## src/rtl/tmr_oc_pkg.sv

```systemverilog
package tmr_oc_pkg;
   typedef enum logic [2:0] {
      OC_FROZEN   = 3'b000,
      OC_SET      = 3'b001,
      OC_CLR      = 3'b010,
      OC_TOG      = 3'b011,
      OC_FORCE_LO = 3'b100,
      OC_FORCE_HI = 3'b101,
      OC_PWM_A    = 3'b110,
      OC_PWM_B    = 3'b111
   } oc_mode_e;

   localparam int FLAG_N = 2;
   localparam int FLAG_MATCH = 0;
   localparam int FLAG_UPD   = 1;
endpackage

```

## src/rtl/tmr_oc_counter.sv

```systemverilog
module tmr_oc_counter #(
   parameter int W = 8
) (
   input  logic         clk,
   input  logic         rst_n,
   input  logic         en,
   input  logic [W-1:0] reload,
   output logic [W-1:0] cnt,
   output logic         wrap
);
   localparam logic [W-1:0] ONE = W'(1);

   assign wrap = en && (cnt >= reload);

   always_ff @(posedge clk or negedge rst_n) begin
      if (!rst_n)    cnt <= '0;
      else if (wrap) cnt <= '0;
      else if (en)   cnt <= cnt + ONE;
   end
endmodule

```

## src/rtl/tmr_oc_compare.sv

```systemverilog
module tmr_oc_compare #(
   parameter int W = 8
) (
   input  logic         en,
   input  logic [W-1:0] cnt,
   input  logic [W-1:0] cmp,
   output logic         eq,
   output logic         gt,
   output logic         match
);
   assign eq    = (cnt == cmp);
   assign gt    = (cnt > cmp);
   assign match = en && eq;
endmodule

```

## src/rtl/tmr_oc_outctl.sv

```systemverilog
module tmr_oc_outctl
   import tmr_oc_pkg::*;
(
   input  logic       clk,
   input  logic       rst_n,
   input  logic [2:0] mode,
   input  logic       match,
   input  logic       eq,
   input  logic       gt,
   input  logic       preset_stb,
   input  logic       preset_lvl,
   output logic       ref_o
);
   oc_mode_e md;
   logic     lvl_q;
   logic     lvl_d;
   logic     ge;

   assign md = oc_mode_e'(mode);
   assign ge = eq | gt;

   always_comb begin
      unique case (md)
         OC_FORCE_LO: ref_o = 1'b0;
         OC_FORCE_HI: ref_o = 1'b1;
         OC_PWM_A:    ref_o = ge;
         OC_PWM_B:    ref_o = ~ge;
         default:     ref_o = lvl_q;
      endcase
   end

   always_comb begin
      lvl_d = lvl_q;
      if (mode[2]) begin
         lvl_d = ref_o;
      end else if (preset_stb) begin
         lvl_d = preset_lvl;
      end else if (match) begin
         unique case (md)
            OC_SET:  lvl_d = 1'b1;
            OC_CLR:  lvl_d = 1'b0;
            OC_TOG:  lvl_d = ~lvl_q;
            default: lvl_d = lvl_q;
         endcase
      end
   end

   always_ff @(posedge clk or negedge rst_n) begin
      if (!rst_n) lvl_q <= 1'b0;
      else        lvl_q <= lvl_d;
   end
endmodule

```

## src/rtl/tmr_oc_channel.sv

```systemverilog
module tmr_oc_channel
   import tmr_oc_pkg::*;
#(
   parameter int CNT_W   = 8,
   parameter bit HAS_PIN = 1'b1
) (
   input  logic             clk,
   input  logic             rst_n,
   input  logic             en,
   input  logic [CNT_W-1:0] reload_val,
   input  logic [CNT_W-1:0] cmp_val,
   input  logic [2:0]       mode,
   input  logic             out_pol,
   input  logic             pin_en,
   input  logic             preset_stb,
   input  logic             preset_lvl,
   input  logic             match_clr,
   input  logic             upd_clr,
   output logic [CNT_W-1:0] cnt_o,
   output logic             ref_o,
   output logic             pin_o,
   output logic             match_flag,
   output logic             upd_flag
);
   generate
      if (CNT_W < 2 || CNT_W > 32) begin : g_bad_width
         $error("tmr_oc_channel: CNT_W must lie in 2..32");
      end
   endgenerate

   logic              wrap, eq, gt, match;
   logic [FLAG_N-1:0] f_set, f_clr, f_q;

   tmr_oc_counter #(.W(CNT_W)) u_cnt (
      .clk(clk), .rst_n(rst_n), .en(en), .reload(reload_val),
      .cnt(cnt_o), .wrap(wrap)
   );

   tmr_oc_compare #(.W(CNT_W)) u_cmp (
      .en(en), .cnt(cnt_o), .cmp(cmp_val),
      .eq(eq), .gt(gt), .match(match)
   );

   tmr_oc_outctl u_out (
      .clk(clk), .rst_n(rst_n), .mode(mode), .match(match), .eq(eq), .gt(gt),
      .preset_stb(preset_stb), .preset_lvl(preset_lvl), .ref_o(ref_o)
   );

   assign f_set[FLAG_MATCH] = match;
   assign f_clr[FLAG_MATCH] = match_clr;
   assign f_set[FLAG_UPD]   = wrap;
   assign f_clr[FLAG_UPD]   = upd_clr;

   generate
      for (genvar g = 0; g < FLAG_N; g++) begin : g_flag
         always_ff @(posedge clk or negedge rst_n) begin
            if (!rst_n)         f_q[g] <= 1'b0;
            else if (f_set[g])  f_q[g] <= 1'b1;
            else if (f_clr[g])  f_q[g] <= 1'b0;
         end
      end
   endgenerate

   assign match_flag = f_q[FLAG_MATCH];
   assign upd_flag   = f_q[FLAG_UPD];

   generate
      if (HAS_PIN) begin : g_pin
         assign pin_o = pin_en & (ref_o ^ out_pol);
      end else begin : g_nopin
         logic unused_pin;
         assign unused_pin = pin_en ^ out_pol;
         assign pin_o = 1'b0;
      end
   endgenerate
endmodule

```

## config.mk

```make
export PLATFORM = sky130hd
export DESIGN_NAME = tmr_oc_channel
export DESIGN_NICKNAME = d
export VERILOG_FILES = /design/src/rtl/tmr_oc_pkg.sv /design/src/rtl/tmr_oc_counter.sv /design/src/rtl/tmr_oc_compare.sv /design/src/rtl/tmr_oc_outctl.sv /design/src/rtl/tmr_oc_channel.sv
export SDC_FILE = /design/constraint.sdc
export NUM_CORES = 1
export LEC_CHECK = 0
export CAP_MARGIN = 30
export CORE_ASPECT_RATIO = 0.75
export CORE_MARGIN = 3
export CORE_UTILIZATION = 47
export DETAILED_ROUTE_END_ITERATION = 16
export GPL_TIMING_DRIVEN = 0
export PLACE_DENSITY = 0.84
export SYNTH_ARGS = -nofsm -noshare
export SYNTH_HDL_FRONTEND = slang
export SYNTH_SLANG_ARGS = --single-unit
```

## constraint.sdc

```tcl
create_clock -name clk -period 4.85 [get_ports clk]
set_input_delay 0.485 -clock clk [delete_from_list [all_inputs] [get_ports clk]]
set_output_delay 0.485 -clock clk [all_outputs]
set_load 0.02 [all_outputs]
```

After elaboration in Yosys (flattened, before gate mapping)
Cells that the tools add are included.
{ "totals": {"register_bits": 11, "latch_bits": 0, "mem_bits_rw": 0, "romBits": 0, "output_inout_bits": 12, "mem_count": 0} }
{ "classes": {"n_addsub": 1, "n_mul": 0, "div": 0, "order_cmp": 2, "n_eq_ne": 8, "n_shift": 0, "n_mux": 11, "bitwise": 5, "reduce_logical": 8} }
{ "op_table": {"columns": ["cell", "n"], "rows": [
  ["8-bit two-way mux", 2],
  ["3-bit == test, second input constant", 4],
  ["8-bit by 1-bit adder with 8-bit output, second input constant", 1],
  ["8-bit == test", 1],
  ["8-bit >= comparator", 1],
  ["8-bit > comparator", 1],
  ["1-bit two-way mux", 7],
  ["3-bit by 2-bit == test with 1-bit output, second input constant", 2],
  ["2-bit nonzero test", 3],
  ["5-bit nonzero test", 1],
  ["1-bit one-hot mux with 4 select lines", 1],
  ["3-bit by 1-bit == test with 1-bit output, second input constant", 1],
  ["1-bit one-hot mux with 3 select lines", 1],
  ["3-bit nonzero test", 1],
  ["1-bit logical AND", 2],
  ["1-bit inverter", 2],
  ["2-bit AND reduction", 1],
  ["1-bit AND", 1],
  ["1-bit OR", 1],
  ["1-bit bitwise XOR", 1]
]} }

Logic depth before layout (Yosys ltp)
Gate-level depths: netlist of the first run.
{ "depth": {"ltp_word": 6, "depth_mapped": 7} }

Modules after synthesis
Synthesis of the first run repeated with hierarchy kept, for this count alone.
{ "hier_totals": {"hier_cells": 119, "area_unflattened_um2": 1024.7} }
{ "modules_own_cells": {"columns": ["module", "instances", "cells_per_inst", "area_each_um2", "seq_area_each_um2"], "rows": [
  ["tmr_oc_counter", 1, 67, 623.1, 200.2],
  ["tmr_oc_compare", 1, 28, 202.7, 0.0],
  ["tmr_oc_outctl", 1, 16, 111.4, 25.0],
  ["tmr_oc_channel", 1, 8, 87.6, 50.0]
]} }

Worst setup path after synthesis of the first run
Ideal clock, no wire load.
{ "synth_timing": {"path_type": "reg-to-output", "startpoint": "register u_cnt.cnt[0]", "endpoint": "output port pin_o", "t_arrival_ps": 2303, "required_ps": 4365, "setup_slack_ps": 2062, "path_stages_with_launch": 8, "path_cell_list": "dfrtp_1 -> inv_1 -> ha_1 -> nand2b_4 -> a2111oi_4 -> nor4_1 -> or3_4 -> mux2i_1"} }
{ "synth_between": {"elab_chain_cells": 6, "elab_cells_between_ends": 7} }
{ "synth_rtl": {"columns": ["item", "line", "text"], "rows": [
  ["start: declaration", "tmr_oc_counter.sv:8", "output logic [W-1:0] cnt,"],
  ["start signal: assignment", "tmr_oc_counter.sv:18", "else if (en) cnt <= cnt + ONE;"],
  ["8-bit > comparator or 8-bit == test (tied branches)", "tmr_oc_compare.sv:12, tmr_oc_compare.sv:11", null],
  ["1-bit OR *", "tmr_oc_outctl.sv:20", "assign ge = eq | gt;"],
  ["1-bit inverter", "tmr_oc_outctl.sv:27", "OC_PWM_B: ref_o = ~ge;"],
  ["1-bit one-hot mux with 4 select lines *", "tmr_oc_outctl.sv:23", "unique case (md)"],
  ["named net ref_o", "tmr_oc_channel.sv:20", "output logic ref_o,"],
  ["1-bit bitwise XOR *", "tmr_oc_channel.sv:69", "assign pin_o = pin_en & (ref_o ^ out_pol);"],
  ["1-bit AND *", "tmr_oc_channel.sv:69", null],
  ["end: declaration", "tmr_oc_channel.sv:21", "output logic pin_o,"]
]} }
The timed path passes the listed nets; every way through them passes the cells marked *.

Final worst setup path of the first run
{ "layout_timing": {"startpoint": "input port cmp_val[6]", "endpoint": "output port pin_o"} }
{ "layout_between": {"elab_chain_cells": 6, "elab_cells_between_ends": 7} }
{ "layout_rtl": {"columns": ["item", "line", "text"], "rows": [
  ["start: declaration", "tmr_oc_channel.sv:11", "input logic [CNT_W-1:0] cmp_val,"],
  ["8-bit > comparator or 8-bit == test (tied branches)", "tmr_oc_compare.sv:12, tmr_oc_compare.sv:11", null],
  ["1-bit OR *", "tmr_oc_outctl.sv:20", null],
  ["1-bit inverter", "tmr_oc_outctl.sv:27", null],
  ["1-bit one-hot mux with 4 select lines *", "tmr_oc_outctl.sv:23", null],
  ["1-bit bitwise XOR *", "tmr_oc_channel.sv:69", null],
  ["1-bit AND *", "tmr_oc_channel.sv:69", null]
]} }
Every way passes the cells marked *; elsewhere a longest branch is shown, timed or not.

==> results of run 1 <==
layout make-up:
type	instances	area, um2	share of cell area
Inverter	24	90.1	0.0594
Tap cell	24	30.0	0.0198
Sequential cell	11	275	0.182
Clock buffer	4	26.3	0.0173
Timing Repair Buffer	38	380	0.251
Multi-Input combinational cell	88	707	0.466
Buffer	2	7.51	0.00495
power breakdown:
group          internal [uW]  leakage (uW)  switching (uW)  total (uW)
registers                120      0.000135            48.8         169
logic                    175      0.000550             189         364
clock network           32.0     0.0000150            35.1        67.1
total                    327      0.000700             273         600
cell usage after synthesis:
master,instances
mux2i_1,1
clkbuf_1,2
xor2_1,1
a211o_1,1
dfrtp_1,11
o31ai_1,1
and2_1,1
and3_1,1
nand3b_1,2
o21ai_2,1
ha_1,17
o2111ai_1,3
o221ai_1,3
o21ai_0,3
a31o_2,1
a22o_1,1
a41oi_1,1
nand2_1,7
nor3_1,1
o211ai_1,1
o311ai_2,1
inv_1,24
or3_4,1
o22ai_1,1
nand2b_1,4
a221oi_1,1
nor2_1,8
a211oi_2,1
o21a_1,2
nor3b_1,1
nand4_1,4
xnor2_1,2
a21oi_1,6
nor4_1,1
nand3_1,4
o311a_1,1
nand2b_4,1
a211oi_1,1
a2111oi_4,1
metal layers:
metal,vias to the layer above,global-route usage
li1,542,-
met1,522,0.251
met2,29,0.371
met3,5,0.0620
met4,0,0.0678
met5,-,0
metrics by stage:
stage	hold WS, ns	utilization	cells
floorplan	0.189	-	125
CTS	0.522	0.727	191
finish	0.516	0.727	191
detailed placement	0.505	0.715	187
global route	0.548	0.727	191
global placement	0.494	0.715	187
worst max path at each step:
stage,slack [ns],to,cells past startpoint
2_1_floorplan,2.06,pin_o,7
3_3_place_gp,1.37,pin_o,8
3_5_place_dp,1.28,pin_o,8
4_1_cts,1.28,pin_o,8
5_1_grt,1.17,pin_o,8
6_report,1.29,pin_o,8
flip-flops by register name, indices dropped and copies added, names as in the netlist:
| register | flops |
|---|---|
| match_flag | 1 |
| upd_flag | 1 |
| u_out.lvl_q | 1 |
| u_cnt.cnt | 8 |
kinds of logic (layout without fill, tap and decap cells):
logic type / count (synthesis) / in the layout / share of synthesized area
flip-flops: 11 / 11 / 0.255
adder cells (fa/ha/maj): 17 / 17 / 0.197
XOR/XNOR: 3 / 3 / 0.0243
AND/OR/NAND/NOR: 36 / 36 / 0.183
multiplexers: 1 / 1 / 0.00927
buffers and inverters: 26 / 68 / 0.0904
AO/OA/AOI/OAI: 31 / 31 / 0.241
==> metrics.yaml, run 1 <==
clock_tree:
  clock_sinks: 11
  clk_pin_slew_ns: 0.07
  ctsHoldBuffers: 0
  numCtsBuffers: 3
  h-tree-depth: 1
  tritoncts: "yes"
  clk_path_buf_depth: 2
  root_buffer: "clkbuf_4"
  post-cts-setup-buffers: 0
  clkLatencyLatePin_ns: 0.28
  cts_resized: 0
worst_setup_path:
  crit_chain: "clkdlybuf4s50_1 -> inv_1 -> ha_1 -> nand4_1 -> o311a_1 -> or3_4 -> mux2i_1 -> clkdlybuf4s50_1"
  critical_path.top_delay_family: "buffers and inverters"
  startpoint_type: "input port"
  timing.rr.start: "u_cnt.cnt[0]"
  cp_num_buf_inv: 3
  slowest_delay_ns: 0.62
  crit_start: "cmp_val[6]"
  rrSetupSlack_ns: 2.62
  path_class: "input port to output pin"
  crit_top_cell: "clkdlybuf4s50_1"
  critPathMaxFanout: 4
  required_ns: 4.37
  crit_slowest_cell: "clkdlybuf4s50_1"
  endpoint_kind: "output pin"
  r2r-end: "u_cnt.cnt[2]"
  reg2reg_depth: 7
  crit_arrival_ns: 3.08
die:
  num_rows: 14
  start_util: 0.518
  core-area_mm2: 0.00208
  die_width_um: 61.3
  die-area_mm2: 0.00291
  ios: 40
  die-height_um: 47.5
global_route:
  grt_overflow: 0
  grt.total_usage: 0.211
  grt_pass1_vias: 1008
  antenna_found_initial: 0
  grt_max_degree: 12
  grt_first_pass_wirelength_um: 4410
synth:
  synth_area_mm2: 0.00108
  ys_ff_latch: 11
  ys_types: 39
  syn_area_per_cell_um2: 8.64
  yosysWarnings: 0
  yosysTopAreaCell: "dfrtp_1"
  synth_area_leaders: "dfrtp_1, ha_1, inv_1"
  yosysSeqAreaShare: 0.255
  netlist.area_leader.share: 0.255
  synth_fp_nets: 170
  syn_inst: 125
min_path:
  holdPathEnd: "upd_flag"
  min_path_type: "flop to flop"
  hold_depth: 1
  hold_start: "upd_flag"
power:
  peakVddDrop_mv: 0.256
  p_per_area_mw_per_mm2: 396
  p_leak_uw: 0.000700
  total_power_uw: 600
routing:
  drt_wl_total_um: 2830
  top_layer: "met4"
  routedWlPerCell_um: 14.8
  drc_errors: 0
  met2_length_um: 1440
  dr.first_iter.drc_count: 35
  routed-via-count: 1098
  vias_per_cell: 5.75
  met3WireLength_um: 150
  drtAntennaViolNets: 0
  wl_met1_um: 1210
  drt_first_pass_iters: 4
sta:
  period_needed_ns: 3.56
  hold_violations: 0
  slew_violations: 0
  rsz0062_at_grt: "no"
  tns_ns: 0
  worstMarginPinSlew_ns: 0.534
  slew-limit-headroom: 0.643
  setup_violations: 0
  worst_slack_ns: 1.29
  period_share: 0.734
  fin_skew_ns: 0.000666
  max_freq_mhz: 281
finish:
  final_cell_mix: "clkdlybuf4s50_1, inv_1, ha_1, dfrtp_1, nor2_1"
  drive_above_1_share: 0.0599
  fin_area_mm2: 0.00152
  final_common_cell: "clkdlybuf4s50_1"
  nets: 213
  antenna_cells: 0
  area_growth_pct: 40.4
  fill_cells: 175
placed_design:
  dpl.hpwl_um: 2300
  placed_area_mm2: 0.00149
  place.gp.congestion: 0.700
  io_buffer_count: 38
  preCtsSetupSlack_ns: 1.28
outcome:
  status: "completed"
job:
  drv_cap: 0
Power figures use the tool's default switching activity.
==> inputs of run 2 (changes only) <==
- CORE_UTILIZATION: 47 -> 44
- PLACE_DENSITY: 0.84 -> 0.8
- clock period: 4.85 -> 3.5 ns (I/O delays scaled with it)
==> run 2 against run 1 <==
Against the previous run:
- die area increased by 6.0%
- global-route usage decreased by 3.3 points
- critical endpoint unchanged
- clock-buffer cell count decreased by 1
- first-iteration DRC count increased by 8.6%
- register-to-register slack got worse by 1.3 ns
- hold slack got worse by 0.092 ns
==> metrics.yaml, run 2 (same netlist as run 1, synthesis figures left out) <==
clock_tree:
  cts_resized: 0
  tritoncts: "yes"
  numCtsBuffers: 3
  clk_pin_slew_ns: 0.07
  post-cts-setup-buffers: 0
  clk_path_buf_depth: 2
  h-tree-depth: 1
  ctsHoldBuffers: 0
  clkLatencyLatePin_ns: 0.27
  clock_sinks: 11
  root_buffer: "clkbuf_4"
worst_setup_path:
  crit_slowest_cell: "clkdlybuf4s50_1"
  crit_chain: "inv_1 -> ha_1 -> nand2b_4 -> a2111oi_4 -> nor4_1 -> or3_4 -> mux2i_1 -> clkdlybuf4s50_1"
  critPathMaxFanout: 5
  startpoint_type: "flop"
  slowest_delay_ns: 0.63
  endpoint_kind: "output pin"
  required_ns: 3.15
  rrSetupSlack_ns: 1.29
  path_class: "flop to output pin"
  crit_arrival_ns: 2.93
global_route:
  grt_pass1_vias: 986
  grt.total_usage: 0.178
  antenna_found_initial: 0
  grt_overflow: 0
  grt_first_pass_wirelength_um: 4460
  grt_max_degree: 12
finish:
  area_growth_pct: 41.5
  antenna_cells: 0
  regMostFlops: "u_cnt.cnt"
  multi_input_area_um2: 707
  nets: 213
  fin_area_mm2: 0.00153
  seqCellArea_um2: 275
  fill_cells: 180
  final_common_cell: "clkdlybuf4s50_1"
  final_cell_mix: "clkdlybuf4s50_1, inv_1, ha_1, dfrtp_1, nor2_1"
  largest_reg_flops: 8
  drive_above_1_share: 0.0659
job:
  drv_cap: 0
die:
  die-height_um: 48.9
  num_rows: 14
  start_util: 0.501
  die_width_um: 63.2
  ios: 40
  die-area_mm2: 0.00309
  core-area_mm2: 0.00215
sta:
  slew-limit-headroom: 0.642
  tns_ns: 0
  hold_violations: 0
  max_freq_mhz: 305
  period_share: 0.937
  worstMarginPinSlew_ns: 0.536
  setup_violations: 0
  fin_skew_ns: 0.00324
  slew_violations: 0
  period_needed_ns: 3.28
  rsz0062_at_grt: "no"
outcome:
  status: "completed"
routing:
  drtAntennaViolNets: 0
  drc_errors: 0
  drt_first_pass_iters: 4
  routedWlPerCell_um: 13.7
  drt_wl_total_um: 2720
  vias_per_cell: 5.41
  dr.first_iter.drc_count: 38
  routed-via-count: 1077
power:
  peakVddDrop_mv: 0.342
  p_leak_uw: 0.000702
  p_per_area_mw_per_mm2: 535
placed_design:
  dpl.hpwl_um: 2240
  placed_area_mm2: 0.00150
  io_buffer_count: 38
  place.gp.congestion: 0.802
min_path:
  min_path_type: "input port to asynchronous set/reset pin"
[run 2: cell types whose count changed in the layout (fill, tap and decap cells not counted), sizes merged]
cell    before  now
clkbuf       6    5
clkinv       0    1
[run 2: power by group]
part	switching [uW]	leakage, uW	internal (uW)
Clock	45.3	0.0000177	42.4
Sequential	66.4	0.000135	166
Combinational	255	0.000550	242
Total	367	0.000702	451
[run 2: worst max-delay path, delay by kind of cell, from the launching register on]
kind | cells | cell delay [ns]
AOI/OAI and AO/OA | 1 | 0.39
adders and majority gates | 1 | 0.27
buffers and inverters | 2 | 0.80
DFF | 1 | 0.41
muxes | 1 | 0.16
and+or+nand+nor | 3 | 0.62
[run 2: layer usage]
metal / track usage / up-vias / wire (um)
met5: 0 / - / 0
met4: 0.0323 / 0 / 10
met3: 0.0599 / 2 / 175
met2: 0.271 / 35 / 1260
met1: 0.245 / 496 / 1270
li1: - / 544 / -
[run 2: per-stage QoR]
stage                      util  setup slack, ns  cells  hold WS [ns]  total power [uW]
after floorplan               -            0.847    125        0.0544               541
after global placement    0.696            0.279    195         0.500               709
after detailed placement  0.696            0.257    195         0.505               729
after CTS                 0.709            0.210    199         0.419               822
after global routing      0.709            0.105    199         0.434               890
final                     0.709            0.221    199         0.425               818
[run 2: path summary, 6_finish.rpt]
check | startpoint | end | depth (start not counted)
setup / recovery | u_cnt.cnt[0] | pin_o | 8
hold / removal | rst_n | u_cnt.cnt[7] | 1
setup reg to reg | u_cnt.cnt[0] | u_cnt.cnt[2] | 7
hold reg to reg | upd_flag | upd_flag | 1
max in group asynchronous | rst_n | u_cnt.cnt[1] | 1
min in group clk | upd_flag | upd_flag | 1
[run 2: layout make-up]
| class | count | area share |
|---|---|---|
| well taps | 32 | 0.0262 |
| repair buffers | 38 | 0.249 |
| clock buffers | 3 | 0.0147 |
| flip-flops and latches | 11 | 0.180 |
| clock inverters | 1 | 0.00328 |
| multi-input cells | 88 | 0.463 |
| plain buffers | 2 | 0.00491 |
| inverters | 24 | 0.0590 |
==> inputs of run 3 (changes only) <==
--- a/config.mk
+++ b/config.mk
@@ -7,7 +7,8 @@
 export LEC_CHECK = 0
 export CAP_MARGIN = 30
-export CORE_ASPECT_RATIO = 0.75
+export CORE_ASPECT_RATIO = 1.2
 export CORE_MARGIN = 3
 export CORE_UTILIZATION = 44
+export CTS_CLUSTER_SIZE = 12
 export DETAILED_ROUTE_END_ITERATION = 16
 export GPL_TIMING_DRIVEN = 0
==> constraint.sdc (replaced) <==
create_clock -name clk -period 3.5 [get_ports clk]
set_input_delay 0.35 -clock clk [delete_from_list [all_inputs] [get_ports clk]]
set_output_delay 0.35 -clock clk [all_outputs]
set_load 0.005 [all_outputs]
==> run 3 against run 2 <==
Against the previous run:
- via count fell by 0.19%
- cell count fell by 0.50%
- core utilization fell by 4.8 points
- critical endpoint unchanged
- sequential share of layout area barely moved
- largest power group unchanged
- first-iteration DRC count rose by 29%
- global-route usage rose by 1.8 points
- clock-buffer cell count rose by 1
- clock skew rose by 0.0036 ns
- total power fell by 6.7%
- combinational power fell by 11%
- critical path depth did not move
- die area fell by 0.12%
==> metrics.yaml, run 3 (same netlist as run 1, synthesis figures left out) <==
placed_design:
  preCtsSetupSlack_ns: 0.357
  dpl.hpwl_um: 2140
  place.gp.congestion: 0.814
  io_buffer_count: 38
job:
  drv_cap: 0
sta:
  period_share: 0.902
  setup_violations: 0
  max_freq_mhz: 317
  worst_slack_ns: 0.343
  whs_ns: 0.418
  tns_ns: 0
  slew-limit-headroom: 0.658
  slew_violations: 0
  rsz0062_at_grt: "no"
  period_needed_ns: 3.16
  fin_skew_ns: 0.00684
  hold_violations: 0
  worstMarginPinSlew_ns: 0.511
die:
  num_rows: 19
  die-area_mm2: 0.00309
  ios: 40
  die-height_um: 60.3
  die_width_um: 51.2
  start_util: 0.468
  core-area_mm2: 0.00231
finish:
  regMostFlops: "u_cnt.cnt"
  seqCellArea_um2: 275
  nets: 213
  multi_input_area_um2: 707
  fill_cells: 201
  final_cell_mix: "clkdlybuf4s50_1, inv_1, ha_1, dfrtp_1, nor2_1"
  drive_above_1_share: 0.0599
  area_growth_pct: 41.3
  final_common_cell: "clkdlybuf4s50_1"
  antenna_cells: 0
  largest_reg_flops: 8
global_route:
  grt_overflow: 0
  grt.total_usage: 0.196
  grt_first_pass_wirelength_um: 4660
  grt_pass1_vias: 1085
  antenna_found_initial: 0
  grt_max_degree: 12
clock_tree:
  ctsHoldBuffers: 0
  clkLatencyLatePin_ns: 0.27
  cts_resized: 0
  tritoncts: "yes"
  post-cts-setup-buffers: 0
  clock_sinks: 11
  clk_pin_slew_ns: 0.07
  clk_path_buf_depth: 2
  h-tree-depth: 1
  root_buffer: "clkbuf_4"
  numCtsBuffers: 3
outcome:
  status: "completed"
worst_setup_path:
  reg2reg_depth: 7
  required_ns: 3.15
  rrSetupSlack_ns: 1.27
  timing.rr.start: "u_cnt.cnt[0]"
  critPathMaxFanout: 4
  startpoint_type: "input port"
  r2r-end: "u_cnt.cnt[2]"
  path_class: "input port to output pin"
  endpoint_kind: "output pin"
  crit_arrival_ns: 2.81
  crit_start: "cmp_val[7]"
routing:
  dr.first_iter.drc_count: 49
  drc_errors: 0
  vias_per_cell: 5.43
  drt_wl_total_um: 2670
  routed-via-count: 1075
  drt_first_pass_iters: 4
  drtAntennaViolNets: 0
  routedWlPerCell_um: 13.5
power:
  pwr-share-seq: 0.311
  p_leak_uw: 0.000700
  peakVddDrop_mv: 0.464
  switchingPower_uw: 312
  p_int_uw: 451
  p_per_area_mw_per_mm2: 500
  p_comb_frac: 0.577
  swShare: 0.409
  clockPowerShare: 0.111
min_path:
  min_path_type: "input port to asynchronous set/reset pin"
run 3: power groups by stage:
stage	registers, uW	logic, uW	clock network, uW
3_5_place_dp	241	441	0
2_1_floorplan	221	273	0
5_1_grt	245	507	98.5
4_1_cts	238	444	88.6
6_report	238	441	84.8
3_3_place_gp	238	425	0
run 3: final cells by class:
cell class	count	area share
buffer	2	0.00492
tap	31	0.0254
multi-input combinational	88	0.463
inverter	24	0.0591
clock buffer	4	0.0172
timing repair buffer	38	0.249
sequential	11	0.180
run 3: per-stage QoR:
stage / instance area [um2] / util / std cells / power [uW]
final: 1530 / 0.661 / 198 / 763
after global routing: 1530 / 0.661 / 198 / 851
after CTS: 1530 / 0.661 / 198 / 770
after detailed placement: 1500 / 0.650 / 194 / 682
after global placement: 1500 / 0.650 / 194 / 663
after floorplan: 1080 / - / 125 / 494
run 3: worst max-delay path by stage:
stage,to,cells past startpoint,slack [ns]
4_1_cts,pin_o,8,0.33
5_1_grt,pin_o,8,0.23
3_5_place_dp,pin_o,8,0.36
3_3_place_gp,pin_o,8,0.39
6_report,pin_o,8,0.34
2_1_floorplan,pin_o,7,1.23
run 3: critical path: stages:
cell and delay (ns):
clkdlybuf4s50_1 0.48, inv_1 0.05, ha_1 0.30, nand4_1 0.17, o311a_1 0.39, or3_4 0.39, mux2i_1 0.15, clkdlybuf4s50_1 0.52
run 3: metal layers:
| layer | part of all wire | global-route usage | wire (um) |
|---|---|---|---|
| met5 | 0 | 0 | 0 |
| met2 | 0.52 | 0.374 | 1380 |
| met3 | 0.074 | 0.0524 | 197 |
| met4 | 0.0097 | 0.0412 | 26 |
| met1 | 0.40 | 0.215 | 1070 |
